==> config.mk <==
export PLATFORM = sky130hd
export DESIGN_NAME = uart_wake_rx
export DESIGN_NICKNAME = d
export VERILOG_FILES = /design/src/rtl/uwr_pkg.sv /design/src/rtl/uwr_sync.sv /design/src/rtl/uwr_framer.sv /design/src/rtl/uwr_idle_det.sv /design/src/rtl/uwr_status.sv /design/src/rtl/uart_wake_rx.sv
export SDC_FILE = /design/constraint.sdc
export NUM_CORES = 1
export LEC_CHECK = 0
export BUFFER_PORTS_ARGS = -buffer_cell sky130_fd_sc_hd__buf_4
export CORE_MARGIN = 5
export CORE_UTILIZATION = 30
export DETAILED_ROUTE_END_ITERATION = 16
export HOLD_SLACK_MARGIN = 0.02
export PLACE_DENSITY = 0.43
export SLEW_MARGIN = 25
export SYNTH_ARGS = -nofsm -noshare
export SYNTH_HDL_FRONTEND = slang
export SYNTH_HIERARCHICAL = 1
export SYNTH_SLANG_ARGS = --single-unit
==> constraint.sdc <==
create_clock -name clk -period 2.25 [get_ports clk]
set_input_delay 0.1125 -clock clk [delete_from_list [all_inputs] [get_ports clk]]
set_output_delay 0.1125 -clock clk [all_outputs]
set_load 0.03 [all_outputs]
==> src/rtl/uwr_pkg.sv <==
// Shared types for the oversampled serial receiver.
// Assumes: one character is at most 9 data bits.
package uwr_pkg;

    typedef enum logic [1:0] {
        FR_IDLE  = 2'd0,
        FR_START = 2'd1,
        FR_DATA  = 2'd2,
        FR_STOP  = 2'd3
    } fr_state_t;

    // One framed character as handed from the framer to the status logic.
    typedef struct packed {
        logic [7:0] data;
        logic       ninth;
        logic       mark;
        logic       frame_bad;
        logic       noisy;
    } rx_char_t;

endpackage

==> src/rtl/uwr_sync.sv <==
// Multi-flop synchronizer for the asynchronous serial line.
// Assumes: the line idles high, so every stage resets to 1.
module uwr_sync #(
    parameter int STAGES = 2
) (
    input  logic clk,
    input  logic rst_n,
    input  logic d_async,
    output logic q_sync
);
    logic [STAGES-1:0] chain;

    // Shift the raw line through the flop chain.
    always_ff @(posedge clk) begin
        if (!rst_n) chain <= '1;
        else        chain <= {chain[STAGES-2:0], d_async};
    end

    assign q_sync = chain[STAGES-1];
endmodule

==> src/rtl/uwr_framer.sv <==
// Character framer: finds the start edge, votes each bit from the three
// samples around its centre, and assembles the data bits (LSB first).
// Assumes: OVS is a power of two of at least 8; tick is one cycle wide.
module uwr_framer
    import uwr_pkg::*;
#(
    parameter int OVS = 16
) (
    input  logic     clk,
    input  logic     rst_n,
    input  logic     enable,
    input  logic     tick,
    input  logic     line,
    input  logic     nine,
    output logic     done,
    output rx_char_t chr
);
    localparam int CW  = $clog2(OVS);
    localparam int MID = OVS / 2;
    localparam logic [CW-1:0] S_A   = CW'(MID - 1);
    localparam logic [CW-1:0] S_B   = CW'(MID);
    localparam logic [CW-1:0] S_C   = CW'(MID + 1);
    localparam logic [CW-1:0] S_END = CW'(OVS - 1);

    fr_state_t   state;
    logic [CW-1:0] cnt;
    logic [3:0]  idx;
    logic [8:0]  sh;
    logic        smp_a, smp_b;
    logic        noisy_acc;
    logic        nine_q;
    logic        vote, disagree;
    logic [3:0]  last_idx;

    // Majority of the three centre samples, and whether they differ.
    always_comb begin
        vote     = (smp_a & smp_b) | (smp_a & line) | (smp_b & line);
        disagree = !((smp_a == smp_b) && (smp_b == line));
        last_idx = nine_q ? 4'd9 : 4'd8;
    end

    // Framing state machine, advanced on each sample strobe.
    always_ff @(posedge clk) begin
        if (!rst_n) begin
            state     <= FR_IDLE;
            cnt       <= '0;
            idx       <= '0;
            sh        <= '0;
            smp_a     <= 1'b1;
            smp_b     <= 1'b1;
            noisy_acc <= 1'b0;
            nine_q    <= 1'b0;
            done      <= 1'b0;
            chr       <= '0;
        end else begin
            done <= 1'b0;
            if (!enable) begin
                state <= FR_IDLE;
                cnt   <= '0;
            end else if (tick) begin
                if (state == FR_IDLE) begin
                    if (!line) begin
                        state     <= FR_START;
                        cnt       <= CW'(1);
                        idx       <= '0;
                        noisy_acc <= 1'b0;
                        nine_q    <= nine;
                    end
                end else begin
                    cnt <= cnt + 1'b1;
                    if (cnt == S_A) smp_a <= line;
                    if (cnt == S_B) smp_b <= line;
                    if (cnt == S_C) begin
                        noisy_acc <= noisy_acc | disagree;
                        case (state)
                            FR_START: if (vote) state <= FR_IDLE;
                            FR_DATA: begin
                                sh  <= {vote, sh[8:1]};
                                idx <= idx + 4'd1;
                            end
                            FR_STOP: begin
                                state         <= FR_IDLE;
                                done          <= 1'b1;
                                chr.data      <= nine_q ? sh[7:0] : sh[8:1];
                                chr.ninth     <= nine_q & sh[8];
                                chr.mark      <= sh[8];
                                chr.frame_bad <= !vote;
                                chr.noisy     <= noisy_acc | disagree;
                            end
                            default: ;
                        endcase
                    end
                    if (cnt == S_END) begin
                        if (state == FR_START)
                            state <= FR_DATA;
                        else if (state == FR_DATA && idx == last_idx)
                            state <= FR_STOP;
                    end
                end
            end
        end
    end
endmodule

==> src/rtl/uwr_idle_det.sv <==
// Idle-line detector: counts strobes while the line is high and fires one
// pulse when a full character time has passed, once per framed character.
// Assumes: char_done is a one-cycle pulse from the framer.
module uwr_idle_det #(
    parameter int OVS = 16
) (
    input  logic clk,
    input  logic rst_n,
    input  logic enable,
    input  logic tick,
    input  logic line,
    input  logic nine,
    input  logic char_done,
    output logic hit
);
    localparam int LONG_T = 11 * OVS;
    localparam int SHORT_T = 10 * OVS;
    localparam int IW = $clog2(LONG_T + 1);

    logic [IW-1:0] run;
    logic [IW-1:0] lim;
    logic          armed;

    // Idle threshold follows the current character format.
    always_comb lim = nine ? IW'(LONG_T) : IW'(SHORT_T);

    // Count strobes of continuous high line, saturating at the threshold.
    always_ff @(posedge clk) begin
        if (!rst_n)             run <= '0;
        else if (!enable)       run <= '0;
        else if (tick) begin
            if (!line)          run <= '0;
            else if (run < lim) run <= run + 1'b1;
        end
    end

    // Arm on each framed character; fire once and disarm on a long high.
    always_ff @(posedge clk) begin
        if (!rst_n) begin
            armed <= 1'b0;
            hit   <= 1'b0;
        end else begin
            hit <= 1'b0;
            if (!enable) begin
                armed <= 1'b0;
            end else if (char_done) begin
                armed <= 1'b1;
            end else if (armed && line && run >= lim) begin
                armed <= 1'b0;
                hit   <= 1'b1;
            end
        end
    end
endmodule

==> src/rtl/uwr_status.sv <==
// Status and wakeup logic: holds the data registers and flags, manages the
// sleep state and forms the combined interrupt request.
// Assumes: char_done and idle_hit are one-cycle pulses.
module uwr_status
    import uwr_pkg::*;
(
    input  logic       clk,
    input  logic       rst_n,
    input  logic       enable,
    input  logic       wake_sel,
    input  logic       sleep_req,
    input  logic       rd_ack,
    input  logic       char_done,
    input  rx_char_t   chr,
    input  logic       idle_hit,
    input  logic       rx_irq_en,
    input  logic       idle_irq_en,
    output logic [7:0] rx_data,
    output logic       rx_bit8,
    output logic       data_full,
    output logic       overrun,
    output logic       idle_seen,
    output logic       noise_seen,
    output logic       frame_err,
    output logic       asleep,
    output logic       irq
);
    logic mark_wake, idle_wake, accept, full_left;

    // Decide whether this cycle's events wake the receiver or deliver data.
    always_comb begin
        mark_wake = asleep && wake_sel && char_done && chr.mark;
        idle_wake = asleep && !wake_sel && idle_hit;
        accept    = char_done && (!asleep || mark_wake);
        full_left = data_full && !rd_ack;
    end

    // Sleep state: set on request, cleared by wakeup or by disabling.
    always_ff @(posedge clk) begin
        if (!rst_n)                      asleep <= 1'b0;
        else if (!enable)                asleep <= 1'b0;
        else if (mark_wake || idle_wake) asleep <= 1'b0;
        else if (sleep_req)              asleep <= 1'b1;
    end

    // Data registers and receive flags.
    always_ff @(posedge clk) begin
        if (!rst_n) begin
            rx_data    <= '0;
            rx_bit8    <= 1'b0;
            data_full  <= 1'b0;
            overrun    <= 1'b0;
            idle_seen  <= 1'b0;
            noise_seen <= 1'b0;
            frame_err  <= 1'b0;
        end else begin
            if (rd_ack) begin
                data_full <= 1'b0;
                overrun   <= 1'b0;
                idle_seen <= 1'b0;
            end
            if (accept) begin
                if (full_left) begin
                    overrun <= 1'b1;
                end else begin
                    rx_data    <= chr.data;
                    rx_bit8    <= chr.ninth;
                    data_full  <= 1'b1;
                    noise_seen <= chr.noisy;
                    frame_err  <= chr.frame_bad;
                end
            end
            if (idle_hit && !asleep) idle_seen <= 1'b1;
        end
    end

    // Combined interrupt request from the enabled sources.
    always_comb irq = (rx_irq_en && (data_full || overrun)) ||
                      (idle_irq_en && idle_seen);
endmodule

==> src/rtl/uart_wake_rx.sv <==
// Top of the oversampled serial receiver with sleep and wakeup.
// Assumes: tick16 pulses OVS times per bit period; the control inputs
// are synchronous to clk; line_in is asynchronous.
module uart_wake_rx
    import uwr_pkg::*;
#(
    parameter int OVS         = 16,
    parameter int SYNC_STAGES = 2
) (
    input  logic       clk,
    input  logic       rst_n,
    input  logic       tick16,
    input  logic       line_in,
    input  logic       rx_en,
    input  logic       nine_bit,
    input  logic       wake_on_mark,
    input  logic       sleep_req,
    input  logic       rd_ack,
    input  logic       rx_irq_en,
    input  logic       idle_irq_en,
    output logic [7:0] rx_data,
    output logic       rx_bit8,
    output logic       data_full,
    output logic       overrun,
    output logic       idle_seen,
    output logic       noise_seen,
    output logic       frame_err,
    output logic       asleep,
    output logic       irq
);
    logic     line_s;
    logic     char_done;
    rx_char_t chr;
    logic     idle_hit;

    uwr_sync #(.STAGES(SYNC_STAGES)) u_sync (
        .clk     (clk),
        .rst_n   (rst_n),
        .d_async (line_in),
        .q_sync  (line_s)
    );

    uwr_framer #(.OVS(OVS)) u_framer (
        .clk    (clk),
        .rst_n  (rst_n),
        .enable (rx_en),
        .tick   (tick16),
        .line   (line_s),
        .nine   (nine_bit),
        .done   (char_done),
        .chr    (chr)
    );

    uwr_idle_det #(.OVS(OVS)) u_idle (
        .clk       (clk),
        .rst_n     (rst_n),
        .enable    (rx_en),
        .tick      (tick16),
        .line      (line_s),
        .nine      (nine_bit),
        .char_done (char_done),
        .hit       (idle_hit)
    );

    uwr_status u_status (
        .clk         (clk),
        .rst_n       (rst_n),
        .enable      (rx_en),
        .wake_sel    (wake_on_mark),
        .sleep_req   (sleep_req),
        .rd_ack      (rd_ack),
        .char_done   (char_done),
        .chr         (chr),
        .idle_hit    (idle_hit),
        .rx_irq_en   (rx_irq_en),
        .idle_irq_en (idle_irq_en),
        .rx_data     (rx_data),
        .rx_bit8     (rx_bit8),
        .data_full   (data_full),
        .overrun     (overrun),
        .idle_seen   (idle_seen),
        .noise_seen  (noise_seen),
        .frame_err   (frame_err),
        .asleep      (asleep),
        .irq         (irq)
    );
endmodule

Word level (Yosys, flattened, before mapping)
Cells that the tools add are included.
- register bits after elaboration: 63
- word-level logic and storage cells: 133
- output and inout bits: 16
- input port bits: 11
- bitwise operators: 14
- magnitude comparators: 2
- reduce and logical (&&, ||, !) cells: 42
- eq/ne operators: 12
- multiplexer cells: 34
- add/sub/neg operators: 3
- operator list (cell ; number):
    $mux 4 ; 6
    $mux 8 ; 3
    $mux 1 ; 16
    $reduce_and 4->1 ; 4
    $reduce_and 5->1 ; 3
    $logic_and 1x1->1 ; 14
    $mux 2 ; 7
    $eq 4x4->1 const B ; 3
    $add 4x1->4 const B ; 2
    $add 8x1->8 const B ; 1
    $ge 8x8->1 ; 1
    $lt 8x8->1 ; 1
    $reduce_and 2->1 ; 4
    $reduce_bool 2->1 ; 4
    $not 1->1 ; 7
    $reduce_or 3->1 ; 2
    $logic_not 1->1 ; 5
    $mux 5 ; 1
    $reduce_or 5->1 ; 1
    $and 1x1->1 ; 4
    $eq 2x2->1 const B ; 2
    $eq 4x3->1 const B ; 1
    $eq 4x4->1 ; 1
    $logic_or 1x1->1 ; 4
    7 further kinds ; 10

Logic depth before layout (Yosys ltp)
Gate-level depths: netlist (run 1).
- depth after elaboration: 10
- mapped depth: 7
- depth with buffers taken out: 6

By module
The synthesis (run 1) kept the hierarchy.
- modules (own cells, without submodules) (module ; area an instance (um^2) ; cells each ; instances ; sequential area each (um^2)):
    uwr_framer ; 1770.4 ; 194 ; 1 ; 720.7
    uwr_status ; 630.6 ; 71 ; 1 ; 300.3
    uwr_idle_det ; 594.3 ; 70 ; 1 ; 200.2
    uwr_sync ; 52.6 ; 4 ; 1 ; 40.0

Least setup slack after synthesis (run 1)
No wires, ideal clock.
- path type: reg2reg
- start point: register u_idle.run[4]
- end point: register u_idle.run[1]
- setup time: 0.063 ns
- arrival time: 1.403 ns
- required time: 2.187 ns
- clock period less this slack: 1.467 ns
- cell stages (with the launch flop): 7
- path slack: 0.783 ns
- path through: dfxtp_1 inv_1 ha_1 nand2b_1 a31oi_4 mux2_4 nor2_2
- word-level cells in the longest chain between the ends: 3
- ends and longest elaborated chain (what ; line ; text):
    start: declaration ; uwr_idle_det.sv:20 ; logic [IW-1:0] run;
    start signal: assignment ; uwr_idle_det.sv:33 ; else if (run < lim) run <= run + 1'b1;
    $lt 8x8->1 ; uwr_idle_det.sv:33 ;
    $ne 2x1->1 (no source line) ; - ;
    $reduce_and 2->1 (no source line) ; - ;
No other way between the ends.
A chain may end at the register's enable or synchronous reset.

Final worst setup path (run 1)
- start point: register u_framer.cnt[0]
- end point: register u_framer/chr[1] (netlist name)
- word-level cells in the longest chain between the ends: 2
- ends and longest elaborated chain (what ; line ; text):
    start: declaration ; uwr_framer.sv:26 ; logic [CW-1:0] cnt;
    start signal: assignment ; uwr_framer.sv:70 ; cnt <= cnt + 1'b1;
    $eq 4x4->1 ; uwr_framer.sv:73 ; if (cnt == S_C) begin
    $reduce_and 5->1 (no source line) ; - ;
No other way between the ends.

==> results of run 1 <==
==> flip-flops by register name, indices dropped and copies added, names as in the netlist, 2 cells and up <==
signal	cells
u_idle/run	8
u_status/rx_data	8
u_sync/chain	2
u_framer/sh	9
u_framer/idx	4
u_framer/cnt	4
u_framer/state	2
u_framer/chr	12
==> what timing repair did <==
item | CTS | global route
buffers inserted | 0 | 0
hold buffers | 3 | 0
hold endpoints to repair | 3 | 0
==> critical path: cells and delay by family, from the launching register on <==
kind,cells,cell delay (ps)
flops,1,420
mux,1,240
simple gates,3,810
fa+ha+maj,1,240
==> area by class of cell <==
class | instances | area (um^2)
Fill cell | 1049 | 6290
Inverter | 11 | 41.3
Clock inverter | 3 | 17.5
Timing Repair Buffer | 33 | 255
Sequential cell | 63 | 1260
Tap cell | 133 | 166
Multi-Input combinational cell | 244 | 1620
Clock buffer | 12 | 165
==> cell usage after synthesis, drive strengths merged (4+ instances only) <==
cell    instances
buf            15
o211a          10
nor2b           8
nor2           18
dfxtp          63
inv            11
nand2b          5
mux2i          28
nor3            4
clkbuf          6
a21oi           9
nand3          12
nand2          65
ha              9
o21ai          16
a21boi         11
nand3b          5
==> final timing paths <==
kind                                        end
worst max-delay path            u_framer/chr[1]
worst min-delay path            u_status/asleep
worst max register to register  u_framer/chr[1]
worst min register to register  u_sync/chain[1]
==> where the power goes <==
part	total, mW	leakage, nW	switching [mW]	internal, mW
Combinational	0.104	0.749	0.0608	0.0429
Sequential	1.13	0.508	0.00662	1.12
Clock	0.913	0.0942	0.433	0.480
==> layout by cell type (no fill, tap or decap), types with 2 or more instances in the layout <==
cell / count
buf_4: 30
a21boi_1: 3
dlygate4sd3_1: 3
nor2_1: 15
nand3_1: 12
o21ai_0: 16
a21oi_1: 9
a21boi_0: 7
dfxtp_1: 63
o211a_1: 10
a31oi_1: 2
clkinv_2: 2
nor4_1: 2
nand4_1: 2
o22ai_1: 3
nor3_1: 4
xnor2_1: 2
mux2i_1: 28
nand2b_1: 5
inv_1: 11
clkbuf_8: 12
and2_1: 3
or2_2: 2
a211oi_2: 2
nor2_2: 2
nor2b_1: 8
ha_1: 9
nand2_1: 65
nand3b_1: 5
==> metrics by stage <==
step	std cells	setup slack, ps	utilization	power, mW	instance area [um^2]
after global placement	481	460	0.338	1.25	3320
after detailed placement	481	426	0.338	1.25	3320
final	499	436	0.360	2.14	3530
after CTS	499	428	0.360	2.19	3530
after global routing	499	279	0.360	2.26	3530
after floorplan	339	783	-	1.21	3050
==> logic make-up (layout without fill, tap and decap cells) <==
kind of cell    count (synthesis)  after routing  synth area share
xor+xnor                        3              3           0.00862
mux                            29             29            0.0969
buf+inv                        32             59            0.0534
compound gates                 68             68             0.170
flops                          63             63             0.414
fa+ha+maj                       9              9            0.0369
simple gates                  135            135             0.220
==> routing by layer <==
metal  wire, um  vias to the layer above  GRT usage  share of wire
li1           -                     1224          -              -
met1       3130                     1080      0.136           0.48
met2       3050                       38      0.183           0.47
met3        300                        6     0.0388          0.046
met4         75                        0     0.0394          0.011
met5          0                        -          0              0
==> flow_summary.toml, run 1 <==
[status]
status = "finished, final reports clean"

[place]
place.gp.congestion = 0.748
hpwlAfterDp_um = 4500
io_buffers = 26

[floorplan]
fp-row-count = 36
die_h_um = 111
die_w_um = 111
num_io_pins = 27
die_area_um2 = 12300
start_util = 0.310
core_area_um2 = 9820

[worst_hold_path]
hold_start = "rx_en"
min_path_cells = 3
worstHoldPathType = "input pin to register"

[clocking]
clk_pin_slew_ps = 70
cts.sinks = 63
clk_latency_ps = 340
numCtsBuffers = 9
cts_tree = "built"
htreeDepth = 3
root_buffer = "clkbuf_8"
clock_path_buffers = 2
post_cts_resized = 0

[sta]
slew_headroom = 0.579
tightest_slew_ps = 631
setup_tns_ps = 0
period_minus_slack_ps = 1810
rsz0062_at_grt = "false"
hold_viol = 0
skew_ps = 8.38
fmax_mhz = 551
setup_violations = 0
whs_ps = 48.6
final.period_utilization = 0.806
finalMaxSlewViolations = 0

[synth]
synthTopCellsByArea = "dfxtp_1, mux2i_1, nand2_1"
synth-edff-count = 0
netlist.area_leader.share = 0.414
syn_inst = 339
netlist_area_um2 = 3050
synth.distinct_cells = 57
ys.flop_type = "dfxtp_1"
synthArstFlopShare = 0
yosys_warnings = 6
synthesis.nets = 359
yosys.area.top_type = "dfxtp_1"
ys_ff_latch = 63
syn_avg_cell_area_um2 = 8.99
synth_seq_area_share = 0.414

[power_and_ir_drop]
p_leak_nw = 1.35
p_per_area_nw_per_um2 = 607
ir_drop_mv = 0.304

[grt]
grt_pass1_vias = 2310
antenna_found_initial = 0
grtUsageTotal = 0.112
grt_pass1_wl_um = 11300
grt-ovfl-total = 0
grt_start_max_net_pins = 48

[routing]
ant_nets = 0
wl_um = 6560
drcViolationCount = 0
drt_iter0_markers = 99
wl_per_cell_um = 13.1
avgViaCountPerCell = 4.71
vias = 2348
first_pass_iters = 5

[worst_setup_path]
arrival_ps = 2040
endpoint_kind = "register"
crit_chain = "ha_1 > nand4b_4 > nor2_4 > mux2i_1 > nor2b_1"
cpPeakStageDelay_ps = 490
r2r-start = "u_framer/cnt[0]"
worstSetupStartpoint = "u_framer/cnt[0]"
worst-setup-path-type = "register to register"
crit_fanout = 22
reg2reg_depth = 5
r2r_slack_ps = 440
cp-start-kind = "register"
crit_required_ps = 2480
critPathSlowestCell = "nor2_4"

[final_layout]
area_growth_pct = 15.8
drive_above_1_share = 0.167
diodes = 0
nets = 382

[flow_run]
cap_violations = 0
(Power assumes the default switching activity.)
==> inputs of run 2 (changes only) <==
Clock period 2.25 ns to 1.8 ns, I/O delays scaled along.
==> run 2 against run 1 <==
Compared with the run above:
- worst hold slack worse by 2.8 ps
- register-to-register slack worse by 190 ps
- critical path type is now input pin to register
- first-iteration DRC count is 1.0% higher
- worst setup slack worse by 250 ps
- non-clock buffer count is 8 higher
- global-route usage is 0.079 points higher
- design area is 1.9% higher
- clock skew hardly changed
- sequential share of layout area is 0.68 points lower
- flip-flop and latch count stayed put
==> flow_summary.toml, run 2 (same netlist as run 1, synthesis figures left out) <==
[status]
status = "finished, final reports clean"

[floorplan]
num_io_pins = 27
die_area_um2 = 12300
core_area_um2 = 9820
start_util = 0.310
die_w_um = 111
die_h_um = 111
fp-row-count = 36

[clocking]
clock_path_buffers = 2
post_cts_resized = 0
cts_tree = "built"
clk_latency_ps = 340
numCtsBuffers = 9
htreeDepth = 3
clk_pin_slew_ps = 70
root_buffer = "clkbuf_8"
cts.sinks = 63

[routing]
drt_iter0_markers = 100
avgViaCountPerCell = 4.71
first_pass_iters = 4
wl_um = 6510
drcViolationCount = 0
ant_nets = 0
wl_per_cell_um = 12.8
vias = 2395

[sta]
hold_viol = 0
setup_violations = 0
final.period_utilization = 0.899
period_minus_slack_ps = 1620
slew_headroom = 0.773
rsz0062_at_grt = "false"
tightest_slew_ps = 337
fmax_mhz = 618
setup_tns_ps = 0
skew_ps = 8.68
finalMaxSlewViolations = 0

[final_layout]
drive_above_1_share = 0.181
largest_register = "u_framer/chr"
final_cell_mix = "nand2_1, dfxtp_1, buf_4"
diodes = 0
nFillCells = 1051
final_common_cell = "nand2_1"
nets = 390
largest_reg_flops = 12
largestRegisters = "u_framer/chr x12, u_framer/sh x9"
area_growth_pct = 18.1
design_area_um2 = 3600
regArea_um2 = 1260
multi_input_comb_area_um2 = 1620

[worst_setup_path]
worstSetupStartpoint = "nine_bit"
cpPeakStageDelay_ps = 540
crit_fanout = 7
critPathSlowestCell = "dlygate4sd3_1"
crit_chain = "dlygate4sd3_1 > buf_4 > ha_1 > nand2b_1 > a31oi_4 > mux2_4 > nor2_2"
reg2reg_depth = 6
r2r_end = "u_idle/run[1]"
arrival_ps = 1890
crit_end = "u_idle/run[1]"
crit_required_ps = 2080
worst-setup-path-type = "input pin to register"
r2r-start = "u_idle/run[4]"
r2r_slack_ps = 250
endpoint_kind = "register"
cp-start-kind = "input pin"

[grt]
grt-ovfl-total = 0
grt_start_max_net_pins = 39
antenna_found_initial = 0
grtUsageTotal = 0.113
grt_pass1_wl_um = 11600
grt_pass1_vias = 2418

[power_and_ir_drop]
p_per_area_nw_per_um2 = 731
p_int_mw = 1.99
swShare = 0.245
p_leak_nw = 1.39
p_sw_mw = 0.645
power_frac_comb = 0.052
p_seq_frac = 0.534
power.share.clock = 0.415
ir_drop_mv = 0.321

[place]
place.gp.congestion = 0.779
io_buffers = 26
dpl_cell_area_um2 = 3380
hpwlAfterDp_um = 4610

[flow_run]
cap_violations = 0

[worst_hold_path]
worstHoldPathType = "input pin to register"
min_path_cells = 2
## run 2: cell count changes in the layout (fill, tap and decap cells not counted), sizes merged
cell         delta
clkbuf          -2
dlygate4sd3     +2
clkinv          +3
buf             +6
## run 2: how the worst min path moves through the flow
| stage | from | end | slack (ps) |
|---|---|---|---|
| finish | rst_n | u_framer/smp_b | 50 |
| global route | rst_n | u_framer/smp_b | 40 |
| CTS | rst_n | u_framer/smp_b | 30 |
| detailed placement | rd_ack | u_status/overrun | 280 |
| global placement | line_in | u_sync/chain[0] | 280 |
| floorplan | rst_n | u_sync/chain[0] | 160 |
## run 2: area by class of cell
type,count,area share
clock buffers,10,0.0382
clock inverters,6,0.0101
inverters,11,0.0115
multi-input cells,244,0.451
flip-flops and latches,63,0.350
well taps,133,0.0462
repair buffers,41,0.0925
## run 2: per-layer routing
layer / track usage / routed length, um
met5: 0 / 0
met4: 0.0320 / 85
met3: 0.0360 / 193
met2: 0.188 / 3200
met1: 0.139 / 3030
## run 2: worst max-delay path, delay by kind of cell
kind / cells / cell delay (ps)
adder cells (fa/ha/maj): 1 / 210
AO/OA/AOI/OAI: 1 / 320
AND/OR/NAND/NOR: 2 / 260
buffers and inverters: 2 / 680
multiplexers: 1 / 330
## run 2: power groups by stage
stage          sequential (mW)  clock [mW]  combinational [mW]
2_1_floorplan             1.44           0              0.0788
3_3_place_gp              1.44           0               0.130
3_5_place_dp              1.44           0               0.129
4_1_cts                   1.40        1.14               0.138
5_1_grt                   1.40        1.20               0.151
6_report                  1.40        1.09               0.136
## run 2: metrics by stage
step | hold WS (ps) | std cells | util | power (mW) | worst slack [ps]
5_1_grt | 39.6 | 508 | 0.367 | 2.76 | 106
3_3_place_gp | 276 | 487 | 0.344 | 1.57 | 308
6_report | 45.8 | 508 | 0.367 | 2.63 | 182
4_1_cts | 34.5 | 508 | 0.367 | 2.68 | 203
2_1_floorplan | 163 | 339 | - | 1.52 | 333
3_5_place_dp | 279 | 487 | 0.344 | 1.57 | 273
## run 2: repair_timing
item | 4_1_cts | 5_1_grt
setup buffers | 0 | 0
hold endpoints to repair | 4 | 0
hold buffers | 5 | 0
